## src/rtl/spi_txq_pkg.sv

```systemverilog
package spi_txq_pkg;

   localparam int NUM_FLAGS = 3;
   localparam int FLG_FILL  = 0;
   localparam int FLG_TCF   = 1;
   localparam int FLG_UF    = 2;

   typedef enum logic [1:0] {
      FILL_ROUTE_PIN = 2'd0,
      FILL_ROUTE_DMA = 2'd1,
      FILL_ROUTE_IRQ = 2'd2
   } fill_route_e;

endpackage

```

## src/rtl/txq_store.sv

```systemverilog
module txq_store #(
   parameter int DATA_W = 32,
   parameter int DEPTH  = 4,
   localparam int PTR_W = $clog2(DEPTH)
) (
   input  logic              clk,
   input  logic              wr_en,
   input  logic [PTR_W-1:0]  wr_idx,
   input  logic [DATA_W-1:0] wr_data,
   input  logic [PTR_W-1:0]  rd_idx,
   output logic [DATA_W-1:0] rd_data
);

   logic [DATA_W-1:0] slot [DEPTH];

   for (genvar e = 0; e < DEPTH; e++) begin : g_slot
      logic [DATA_W-1:0] word_q;
      always_ff @(posedge clk) begin
         if (wr_en && wr_idx == PTR_W'(e)) begin
            word_q <= wr_data;
         end
      end
      assign slot[e] = word_q;
   end

   assign rd_data = slot[rd_idx];

endmodule

```

## src/rtl/txq_ptr_ctr.sv

```systemverilog
module txq_ptr_ctr #(
   parameter int DEPTH  = 4,
   localparam int PTR_W = $clog2(DEPTH),
   localparam int CNT_W = $clog2(DEPTH + 1)
) (
   input  logic             clk,
   input  logic             rst_n,
   input  logic             push_req,
   input  logic             load_req,
   input  logic             flush,
   output logic             push_ok,
   output logic             load_ok,
   output logic [PTR_W-1:0] wr_ptr,
   output logic [PTR_W-1:0] rd_ptr,
   output logic [CNT_W-1:0] count_q,
   output logic             full,
   output logic             empty,
   output logic             full_d
);

   localparam logic [CNT_W-1:0] FULL_CNT = CNT_W'(DEPTH);
   localparam logic [CNT_W-1:0] ONE_C    = CNT_W'(1);
   localparam logic [PTR_W-1:0] ONE_P    = PTR_W'(1);

   logic [CNT_W-1:0] count_d;

   assign full    = (count_q == FULL_CNT);
   assign empty   = (count_q == '0);
   assign push_ok = push_req & ~full & ~flush;
   assign load_ok = load_req & ~empty & ~flush;

   always_comb begin
      count_d = count_q;
      if (flush) begin
         count_d = '0;
      end else begin
         unique case ({push_ok, load_ok})
            2'b10:   count_d = count_q + ONE_C;
            2'b01:   count_d = count_q - ONE_C;
            default: count_d = count_q;
         endcase
      end
   end

   assign full_d = (count_d == FULL_CNT);

   always_ff @(posedge clk or negedge rst_n) begin
      if (!rst_n) begin
         count_q <= '0;
         wr_ptr  <= '0;
         rd_ptr  <= '0;
      end else if (flush) begin
         count_q <= '0;
         wr_ptr  <= '0;
         rd_ptr  <= '0;
      end else begin
         count_q <= count_d;
         if (push_ok) wr_ptr <= wr_ptr + ONE_P;
         if (load_ok) rd_ptr <= rd_ptr + ONE_P;
      end
   end

   a_r2_no_overflow: assert property (@(posedge clk) disable iff (!rst_n)
      count_q <= FULL_CNT);

   a_r2_full_push_dropped: assert property (@(posedge clk) disable iff (!rst_n)
      (full && push_req && !flush) |=> $stable(wr_ptr));

   a_r3_load_advances: assert property (@(posedge clk) disable iff (!rst_n)
      (load_req && !empty && !flush) |=> (rd_ptr == $past(rd_ptr) + ONE_P));

   a_r3_empty_load_ignored: assert property (@(posedge clk) disable iff (!rst_n)
      (load_req && empty && !flush) |=> $stable(rd_ptr));

   a_r5_balanced: assert property (@(posedge clk) disable iff (!rst_n)
      (push_ok && load_ok) |=> $stable(count_q));

   a_r8_flush_zero: assert property (@(posedge clk) disable iff (!rst_n)
      flush |=> (count_q == '0 && rd_ptr == '0 && wr_ptr == '0));

endmodule

```

## src/rtl/txq_flags.sv

```systemverilog
module txq_flags
   import spi_txq_pkg::*;
(
   input  logic                 clk,
   input  logic                 rst_n,
   input  logic                 full_q,
   input  logic                 empty_q,
   input  logic                 full_d,
   input  logic                 dma_push_done,
   input  logic [NUM_FLAGS-1:0] clr,
   input  logic                 eot,
   input  logic                 slave_mode,
   input  logic                 slv_start,
   output logic                 fill_q,
   output logic                 tcf_q,
   output logic                 uf_q
);

   localparam int NUM_EV = 2;

   logic              fill_clr;
   logic [NUM_EV-1:0] ev_set;
   logic [NUM_EV-1:0] ev_clr;
   logic [NUM_EV-1:0] ev_q;

   assign fill_clr = (full_q & dma_push_done) | clr[FLG_FILL];

   always_ff @(posedge clk or negedge rst_n) begin
      if (!rst_n) begin
         fill_q <= 1'b1;
      end else if (fill_clr) begin
         fill_q <= 1'b0;
      end else if (!full_d) begin
         fill_q <= 1'b1;
      end
   end

   assign ev_set = {slave_mode & slv_start & empty_q, eot};
   assign ev_clr = {clr[FLG_UF], clr[FLG_TCF]};

   for (genvar k = 0; k < NUM_EV; k++) begin : g_event
      logic flag_q;
      always_ff @(posedge clk or negedge rst_n) begin
         if (!rst_n) begin
            flag_q <= 1'b0;
         end else if (ev_set[k]) begin
            flag_q <= 1'b1;
         end else if (ev_clr[k]) begin
            flag_q <= 1'b0;
         end
      end
      assign ev_q[k] = flag_q;
   end

   assign tcf_q = ev_q[0];
   assign uf_q  = ev_q[1];

   a_r7_dma_clear: assert property (@(posedge clk) disable iff (!rst_n)
      (full_q && dma_push_done) |=> !fill_q);

   a_r7_sw_clear: assert property (@(posedge clk) disable iff (!rst_n)
      clr[FLG_FILL] |=> !fill_q);

   a_r9_done_set: assert property (@(posedge clk) disable iff (!rst_n)
      eot |=> tcf_q);

   a_r9_done_clear: assert property (@(posedge clk) disable iff (!rst_n)
      (clr[FLG_TCF] && !eot) |=> !tcf_q);

   a_r10_uf_set: assert property (@(posedge clk) disable iff (!rst_n)
      (slave_mode && slv_start && empty_q) |=> uf_q);

   a_r10_uf_quiet: assert property (@(posedge clk) disable iff (!rst_n)
      (!uf_q && !(slave_mode && slv_start && empty_q)) |=> !uf_q);

endmodule

```

## src/rtl/spi_txq_ctrl.sv

```systemverilog
module spi_txq_ctrl
   import spi_txq_pkg::*;
#(
   parameter int          DATA_W     = 32,
   parameter int          DEPTH      = 4,
   parameter fill_route_e FILL_ROUTE = FILL_ROUTE_PIN,
   localparam int         PTR_W      = $clog2(DEPTH),
   localparam int         CNT_W      = $clog2(DEPTH + 1)
) (
   input  logic                 clk,
   input  logic                 rst_n,
   input  logic                 push_valid,
   input  logic [DATA_W-1:0]    push_data,
   input  logic                 dma_push_done,
   input  logic                 flush_req,
   input  logic [NUM_FLAGS-1:0] flag_clr,
   input  logic                 slave_mode,
   input  logic                 sh_load,
   input  logic                 sh_eot,
   input  logic                 slv_start,
   input  logic                 fill_req_en,
   input  logic                 fill_to_dma,
   input  logic                 done_irq_en,
   input  logic                 uf_irq_en,
   output logic [DATA_W-1:0]    sh_data,
   output logic                 sh_valid,
   output logic [CNT_W-1:0]     entry_count,
   output logic [PTR_W-1:0]     next_ptr,
   output logic                 txq_full,
   output logic                 txq_empty,
   output logic                 fill_flag,
   output logic                 done_flag,
   output logic                 uf_flag,
   output logic                 fill_dma_req,
   output logic                 fill_irq,
   output logic                 done_irq,
   output logic                 uf_irq
);

   if (DATA_W < 1) begin : g_bad_width
      $error("spi_txq_ctrl: DATA_W must be at least 1");
   end
   if (DEPTH < 2 || (DEPTH & (DEPTH - 1)) != 0) begin : g_bad_depth
      $error("spi_txq_ctrl: DEPTH must be a power of two, at least 2");
   end

   logic             push_ok;
   logic             load_ok;
   logic             full_d;
   logic [PTR_W-1:0] wr_ptr;

   txq_ptr_ctr #(.DEPTH(DEPTH)) i_ptr (
      .clk      (clk),
      .rst_n    (rst_n),
      .push_req (push_valid),
      .load_req (sh_load),
      .flush    (flush_req),
      .push_ok  (push_ok),
      .load_ok  (load_ok),
      .wr_ptr   (wr_ptr),
      .rd_ptr   (next_ptr),
      .count_q  (entry_count),
      .full     (txq_full),
      .empty    (txq_empty),
      .full_d   (full_d)
   );

   txq_store #(.DATA_W(DATA_W), .DEPTH(DEPTH)) i_store (
      .clk     (clk),
      .wr_en   (push_ok),
      .wr_idx  (wr_ptr),
      .wr_data (push_data),
      .rd_idx  (next_ptr),
      .rd_data (sh_data)
   );

   txq_flags i_flags (
      .clk           (clk),
      .rst_n         (rst_n),
      .full_q        (txq_full),
      .empty_q       (txq_empty),
      .full_d        (full_d),
      .dma_push_done (dma_push_done),
      .clr           (flag_clr),
      .eot           (sh_eot),
      .slave_mode    (slave_mode),
      .slv_start     (slv_start),
      .fill_q        (fill_flag),
      .tcf_q         (done_flag),
      .uf_q          (uf_flag)
   );

   assign sh_valid = ~txq_empty;
   assign done_irq = done_flag & done_irq_en;
   assign uf_irq   = uf_flag & uf_irq_en;

   if (FILL_ROUTE == FILL_ROUTE_DMA) begin : g_fill_dma
      assign fill_dma_req = fill_flag & fill_req_en;
      assign fill_irq     = 1'b0;
   end else if (FILL_ROUTE == FILL_ROUTE_IRQ) begin : g_fill_irq
      assign fill_dma_req = 1'b0;
      assign fill_irq     = fill_flag & fill_req_en;
   end else begin : g_fill_pin
      assign fill_dma_req = fill_flag & fill_req_en & fill_to_dma;
      assign fill_irq     = fill_flag & fill_req_en & ~fill_to_dma;
   end

   a_r6_fill_when_room: assert property (@(posedge clk) disable iff (!rst_n)
      !((txq_full && dma_push_done) || flag_clr[FLG_FILL]) |=> (txq_full || fill_flag));

   a_r11_done_irq_gated: assert property (@(posedge clk) disable iff (!rst_n)
      done_irq |-> done_flag);

   a_r12_full_empty_excl: assert property (@(posedge clk) disable iff (!rst_n)
      $onehot0({txq_full, txq_empty}));

   a_r4_head_stable: assert property (@(posedge clk) disable iff (!rst_n)
      (sh_valid && !sh_load && !flush_req) |=> $stable(sh_data));

endmodule

```

## config.mk

```make
export PLATFORM = sky130hd
export DESIGN_NAME = spi_txq_ctrl
export DESIGN_NICKNAME = d
export VERILOG_FILES = /design/src/rtl/spi_txq_pkg.sv /design/src/rtl/txq_store.sv /design/src/rtl/txq_ptr_ctr.sv /design/src/rtl/txq_flags.sv /design/src/rtl/spi_txq_ctrl.sv
export SDC_FILE = /design/constraint.sdc
export NUM_CORES = 1
export LEC_CHECK = 0
export ABC_AREA = 1
export CAP_MARGIN = 10
export CORE_MARGIN = 10
export CORE_UTILIZATION = 52
export CTS_CLUSTER_SIZE = 24
export DETAILED_ROUTE_END_ITERATION = 6
export MAX_ROUTING_LAYER = met4
export PLACE_DENSITY = 0.79
export SLEW_MARGIN = 20
export SYNTH_ARGS = -nofsm -noshare
export SYNTH_HDL_FRONTEND = slang
export SYNTH_SLANG_ARGS = --single-unit
```

## constraint.sdc

```tcl
create_clock -name clk -period 3.71 [get_ports clk]
set_clock_uncertainty 0.1 [all_clocks]
set_input_delay 1.113 -clock clk [delete_from_list [all_inputs] [get_ports clk]]
set_output_delay 1.113 -clock clk [all_outputs]
set_load 0.1 [all_outputs]
```

; ---- After elaboration in Yosys (flattened, before gate mapping)
; Cells that the tools add are included.
[op_classes]
n_addsub = 4
n_lt_le_gt_ge = 1
n_eq_ne = 8
n_mux = 16
bitwise = 18
reduce_logical = 10
[ops]
columns = operator, n
row1 = $bmux W32 S2, 1
row2 = $mux W32, 2
row3 = $and A1 B1 Y1, 12
row4 = $mux W2, 4
row5 = $reduce_bool A2 Y1, 4
row6 = $eq A2 B2 Y1 const B, 3
row7 = $eq A3 B3 Y1 const B, 2
row8 = $mux W1, 6
row9 = $mux W3, 2
row10 = $pmux W3 S2, 1
row11 = $add A2 B1 Y2 const B, 2
row12 = $eq A2 B1 Y1 const B, 2
row13 = $logic_and A1 B1 Y1, 4
row14 = $not A1 Y1, 4
row15 = $add A3 B1 Y3 const B, 1
row16 = $ge A3 B3 Y1 const B, 1
row17 = $logic_not A3 Y1, 1
row18 = $not A2 Y3, 1
row19 = $sub A3 B1 Y3 const B, 1
row20 = $logic_not A2 Y1, 1
row21 = $ne A2 B2 Y1 const B, 1
row22 = $or A1 B1 Y1, 1
[totals]
regBits = 138
inputBits = 48
out_inout_bits = 47

; ---- Depth between registers and ports, before layout
[logic_depth]
word_depth = 10
ltp_mapped = 13
mapped_depth_nobuf = 13

; ---- By module
; A second synthesis with hierarchy kept.
[unflattened]
cells_unflattened = 592
hier_area_um2 = 6055.8
[by_module_without_submodules]
columns = module, n_inst, cells_per_inst, area_per_inst_um2, seq_area_each_um2
row1 = txq_store, 1, 509, 5437.7, 3843.7
row2 = txq_ptr_ctr, 1, 59, 452.9, 175.2
row3 = txq_flags, 1, 15, 131.4, 76.3
row4 = spi_txq_ctrl, 1, 9, 33.8, 0.0

; ---- Worst setup path after synthesis
; OpenSTA, ideal clock, no wires.
[synth_timing]
path_type = register -> output
start = reg i_ptr.rd_ptr[0]
end = out sh_data[0]
t_arrival_ns = 2.896
required_ns = 2.497
setup_slack_ns = -0.399
path_stages_with_launch = 5
path_buffers = 2
path_cell_list = dfrtp_1 > buf_6 > buf_2 > nor2_1 > o22ai_1
[synth_via]
elab_chain_len = 4
[synth_lines]
columns = item, line
row1 = start: declaration, txq_ptr_ctr.sv:14  ; output logic [PTR_W-1:0] rd_ptr,
row2 = start signal: assignment, txq_ptr_ctr.sv:59  ; if (load_ok) rd_ptr <= rd_ptr + ONE_P;
row3 = $not A2 Y3 (implied by the code), txq_store.sv:26  ; assign rd_data = slot[rd_idx];
row4 = $bmux W32 S2, txq_store.sv:26
row5 = $mux W32 (implied by the code) (2 in a row), txq_store.sv:26
row6 = end: declaration, spi_txq_ctrl.sv:25  ; output logic [DATA_W-1:0] sh_data,
; Every way passes these cells. The select of a mux whose other input is x is not followed.

; ---- Worst setup path in the final report
[layout_timing]
start = reg i_ptr.rd_ptr[0]
end = out sh_data[22]
; The elaborated chain is that of the path after synthesis.

==> results_tabular.tex <==
\begin{tabular}{lr}
\hline
Metric & Value \\
\hline
\multicolumn{2}{l}{\textbf{Status}} \\
\quad Status & complete, no violations \\
\multicolumn{2}{l}{\textbf{Power}} \\
\quad Leakage & 2.74 nW \\
\quad Areal power density over the cells & 609 nW/µm² \\
\quad IR drop worst, VDD & 336 µV \\
\multicolumn{2}{l}{\textbf{Floorplan}} \\
\quad Core ar. & 10200 µm² \\
\quad Top-Level Pins & 95 \\
\quad Rows & 37 \\
\quad Area of the die & 14900 µm² \\
\quad Die X-Extent & 122 µm \\
\quad Starting density of the core & 52.8\% \\
\quad Height of the chip & 122 µm \\
\multicolumn{2}{l}{\textbf{Timing}} \\
\quad Hold Vio Cnt, Final & 0 \\
\quad Setup-violating endpoint count in the final report & 0 \\
\quad Hold Worst Slack & 0.462 ns \\
\quad Slew of the pin with the lowest slew margin & 0.537 ns \\
\quad Portion of the clock cycle consumed by the worst path in the final layout & 95.9\% \\
\quad RSZ-0062 raised after global routing & false \\
\quad F\_max & 281 MHz \\
\quad Max-slew violation count & 0 \\
\quad Post-route minimum period & 3.56 ns \\
\quad Worst relative slew slack & 64.2\% \\
\quad Setup TNS & 0 ns \\
\multicolumn{2}{l}{\textbf{Final layout}} \\
\quad Area growth from synthesis to layout & 40.2\% \\
\quad Share of post-route cells with drive strength above 1 & 27.3\% \\
\quad Diodes inserted & 0 \\
\quad Layout Cells excl Fill & 645 \\
\quad Final-stage net count & 550 \\
\quad Post-Route Utilization & 74.1\% \\
\multicolumn{2}{l}{\textbf{Clocking}} \\
\quad Number of buffers inserted by post-CTS setup repair & 0 \\
\quad TritonCTS clock tree & done \\
\quad Total number of clock tree sinks & 138 \\
\quad Hold-fix buffer count after cts & 0 \\
\quad Number of buffers created by CTS & 17 \\
\quad Clock-pin transition on the worst setup and hold timing paths & 0.06 ns \\
\quad Maximum clock path buffer count & 2 \\
\quad H-tree depth reported by CTS & 4 \\
\quad CTS root buf & clkbuf\_8 \\
\quad Clock latency on the worst-skew pair & 0.51 ns \\
\quad Quantity of gates resized following cts & 0 \\
\multicolumn{2}{l}{\textbf{Setup path}} \\
\quad Worst path required time & 2.50 ns \\
\quad Signal arrival time at the worst endpoint & 2.35 ns \\
\quad Type of destination of the critical path & output pin \\
\quad CP Max Fanout & 46 \\
\quad Ordered list of cells on the worst path & buf\_4 -> o21ai\_0 -> o22ai\_2 -> buf\_12 \\
\quad Element type at the critical path start & flip-flop \\
\quad Worst stage delay on the critical path & 0.63 ns \\
\quad Startpoint-to-endpoint class of the critical path & flip-flop to output pin \\
\quad Master of the slowest instance on the critical path & dfrtp\_2 \\
\multicolumn{2}{l}{\textbf{Global route}} \\
\quad Vias in the first global route & 3713 \\
\quad Global-route wire length before repair & 19.0 mm \\
\quad All-layer global routing usage & 16.9\% \\
\quad Sum of overflow across all layers after global routing & 0 \\
\quad Antenna violations before repair & 0 \\
\quad Largest net degree at the start of global routing & 69 \\
\multicolumn{2}{l}{\textbf{Drt}} \\
\quad 1st-iter DRT viols & 214 \\
\quad First-pass iteration count of the detailed router & 4 \\
\quad Via count normalized by instance count & 5.49 \\
\quad Total routed wire length on the met1 layer & 5.21 mm \\
\quad Met2 routed wirelength & 6.05 mm \\
\quad Post-DRT Antenna Nets & 0 \\
\quad Max Used Layer & met4 \\
\quad Final Routed Wirelength & 12.0 mm \\
\quad Met3 Routed Length & 648 µm \\
\quad Residual DRC count & 0 \\
\quad Vias after detailed routing & 3542 \\
\quad Average wire length per cell after detail routing & 18.6 µm \\
\multicolumn{2}{l}{\textbf{Place}} \\
\quad Buffers on Ports & 94 \\
\quad Final HPWL DP & 7.42 mm \\
\quad GP Congestion & 0.792 \\
\quad Cells after DPL & 613 \\
\multicolumn{2}{l}{\textbf{Logic synthesis}} \\
\quad Cells after Synth & 396 \\
\quad Average cell area after synthesis & 13.6 µm² \\
\quad Combinational family with the most area after synthesis & compound AO/OA/AOI/OAI gates \\
\quad Synthesis Warnings & 0 \\
\quad Cell accounting for the most synthesized area & edfxtp\_1 \\
\quad Register area share after synthesis & 75.8\% \\
\quad Post-synthesis simple-gate area fraction & 7.85\% \\
\quad Xor/xnor cell area share of the yosys netlist & 0\% \\
\quad Number of different library cells in the post-synthesis netlist & 28 \\
\quad Mux cell area share after synthesis & 0\% \\
\quad Most area-consuming cells after synthesis & edfxtp\_1 71\%, o21ai\_0 5.7\%, nor2\_1 4.5\% \\
\quad Number of enable-type register cells in the synthesized netlist & 128 \\
\quad Ranking of synthesized cells by instance count & 128 x edfxtp\_1, 65 x nor2\_1, 62 x o21ai\_0 \\
\quad Arithmetic-cell share of the synthesized area counting full adders, half adders and majority gates & 1.53\% \\
\quad Post-Syn Area & 5410 µm² \\
\quad Asr flop ratio synth & 7.25\% \\
\quad Number of register bits inferred by synthesis & 138 \\
\quad Share of Yosys cell area claimed by the top area cell type & 71.1\% \\
\quad Synthesized Nets & 450 \\
\quad Most frequently used cell type in the post-synthesis netlist & edfxtp\_1 \\
\quad Most instantiated flip-flop cell in the synthesis netlist & edfxtp\_1 \\
\quad Synth Area in Compound Gates & 10.5\% \\
\multicolumn{2}{l}{\textbf{Hold path}} \\
\quad Min-delay worst type & flip-flop to flip-flop \\
\multicolumn{2}{l}{\textbf{Run}} \\
\quad Max-cap viol count & 0 \\
\hline
\end{tabular}
==> metrics by stage <==
stage                     setup slack [ns]  total power, mW  area [µm²]
final                                0.151             4.62        7580
after detailed placement             0.329             3.17        7050
after global routing                0.0111             4.77        7580
after global placement               0.474             3.15        7050
after floorplan                     0.0627             2.69        5610
after CTS                            0.127             4.65        7580
==> area by class of cell <==
| cell class | instances | area [µm²] |
|---|---|---|
| clock inverters | 13 | 110 |
| multi-input cells | 211 | 1310 |
| flip-flops and latches | 138 | 4100 |
| repair buffers | 101 | 1360 |
| fillers | 605 | 2650 |
| inverters | 27 | 111 |
| well taps | 136 | 170 |
| clock buffers | 19 | 422 |
==> power breakdown <==
part,internal (mW),switching (mW)
Sequential,1.76,0.0303
Clock,0.836,0.649
Combinational,0.418,0.925
Total,3.01,1.60
==> state kept, by name, indices dropped and copies added, names as in the netlist <==
| register | count |
|---|---|
| i_store.g_slot.word_q | 128 |
| i_ptr.count_q | 3 |
| i_ptr.rd_ptr | 2 |
| i_ptr.wr_ptr | 2 |
| i_flags.fill_q | 1 |
| i_flags.tcf_q | 1 |
| i_flags.uf_q | 1 |
==> final timing paths <==
path                             startpoint  slack, ns  cells after the start               end
max                         i_ptr.rd_ptr[0]       0.15                      4       sh_data[22]
max reg2reg                i_ptr.count_q[0]       1.24                     11    i_flags.fill_q
max in group asynchronous             rst_n       2.35                      1    i_flags.fill_q
min reg2reg                   i_flags.tcf_q       0.46                      2     i_flags.tcf_q
min                           i_flags.tcf_q       0.46                      2     i_flags.tcf_q
min in group asynchronous             rst_n       0.82                      1  i_ptr.count_q[0]
==> cells by family after synthesis <==
group                    Yosys count
adder cells (fa/ha/maj)            6
flip-flops                       138
AO/OA/AOI/OAI                    104
AND/OR/NAND/NOR                  101
buffers and inverters             47
==> worst max-delay path, delay by kind of cell (launching register included) <==
kind / cells / cell delay [ns]
compound gates: 2 / 0.46
flops: 1 / 0.63
buf+inv: 2 / 0.69
==> placed cells by master, fill, tap and decap left out, types with 2 or more instances in the layout <==
| cell type | instances |
|---|---|
| nor2_4 | 4 |
| edfxtp_1 | 128 |
| nand3_1 | 9 |
| inv_6 | 6 |
| clkbuf_1 | 2 |
| nand2_2 | 2 |
| clkinv_4 | 2 |
| o21ai_1 | 7 |
| nand2_1 | 12 |
| clkbuf_16 | 16 |
| inv_1 | 24 |
| nor2_2 | 10 |
| buf_12 | 39 |
| o21ai_0 | 62 |
| o22ai_2 | 32 |
| clkdlybuf4s50_1 | 47 |
| ha_1 | 5 |
| nor2_1 | 61 |
| buf_4 | 15 |
| clkinvlp_4 | 6 |
| dfrtp_1 | 8 |
==> per-layer routing <==
metal | vias up | global-route usage, %
li1 | 1648 | -
met2 | 110 | 28.0
met3 | 8 | 4.63
met4 | 0 | 5.07
met5 | - | -
met1 | 1776 | 19.6
No activity file was read; power rests on OpenSTA's default activity.
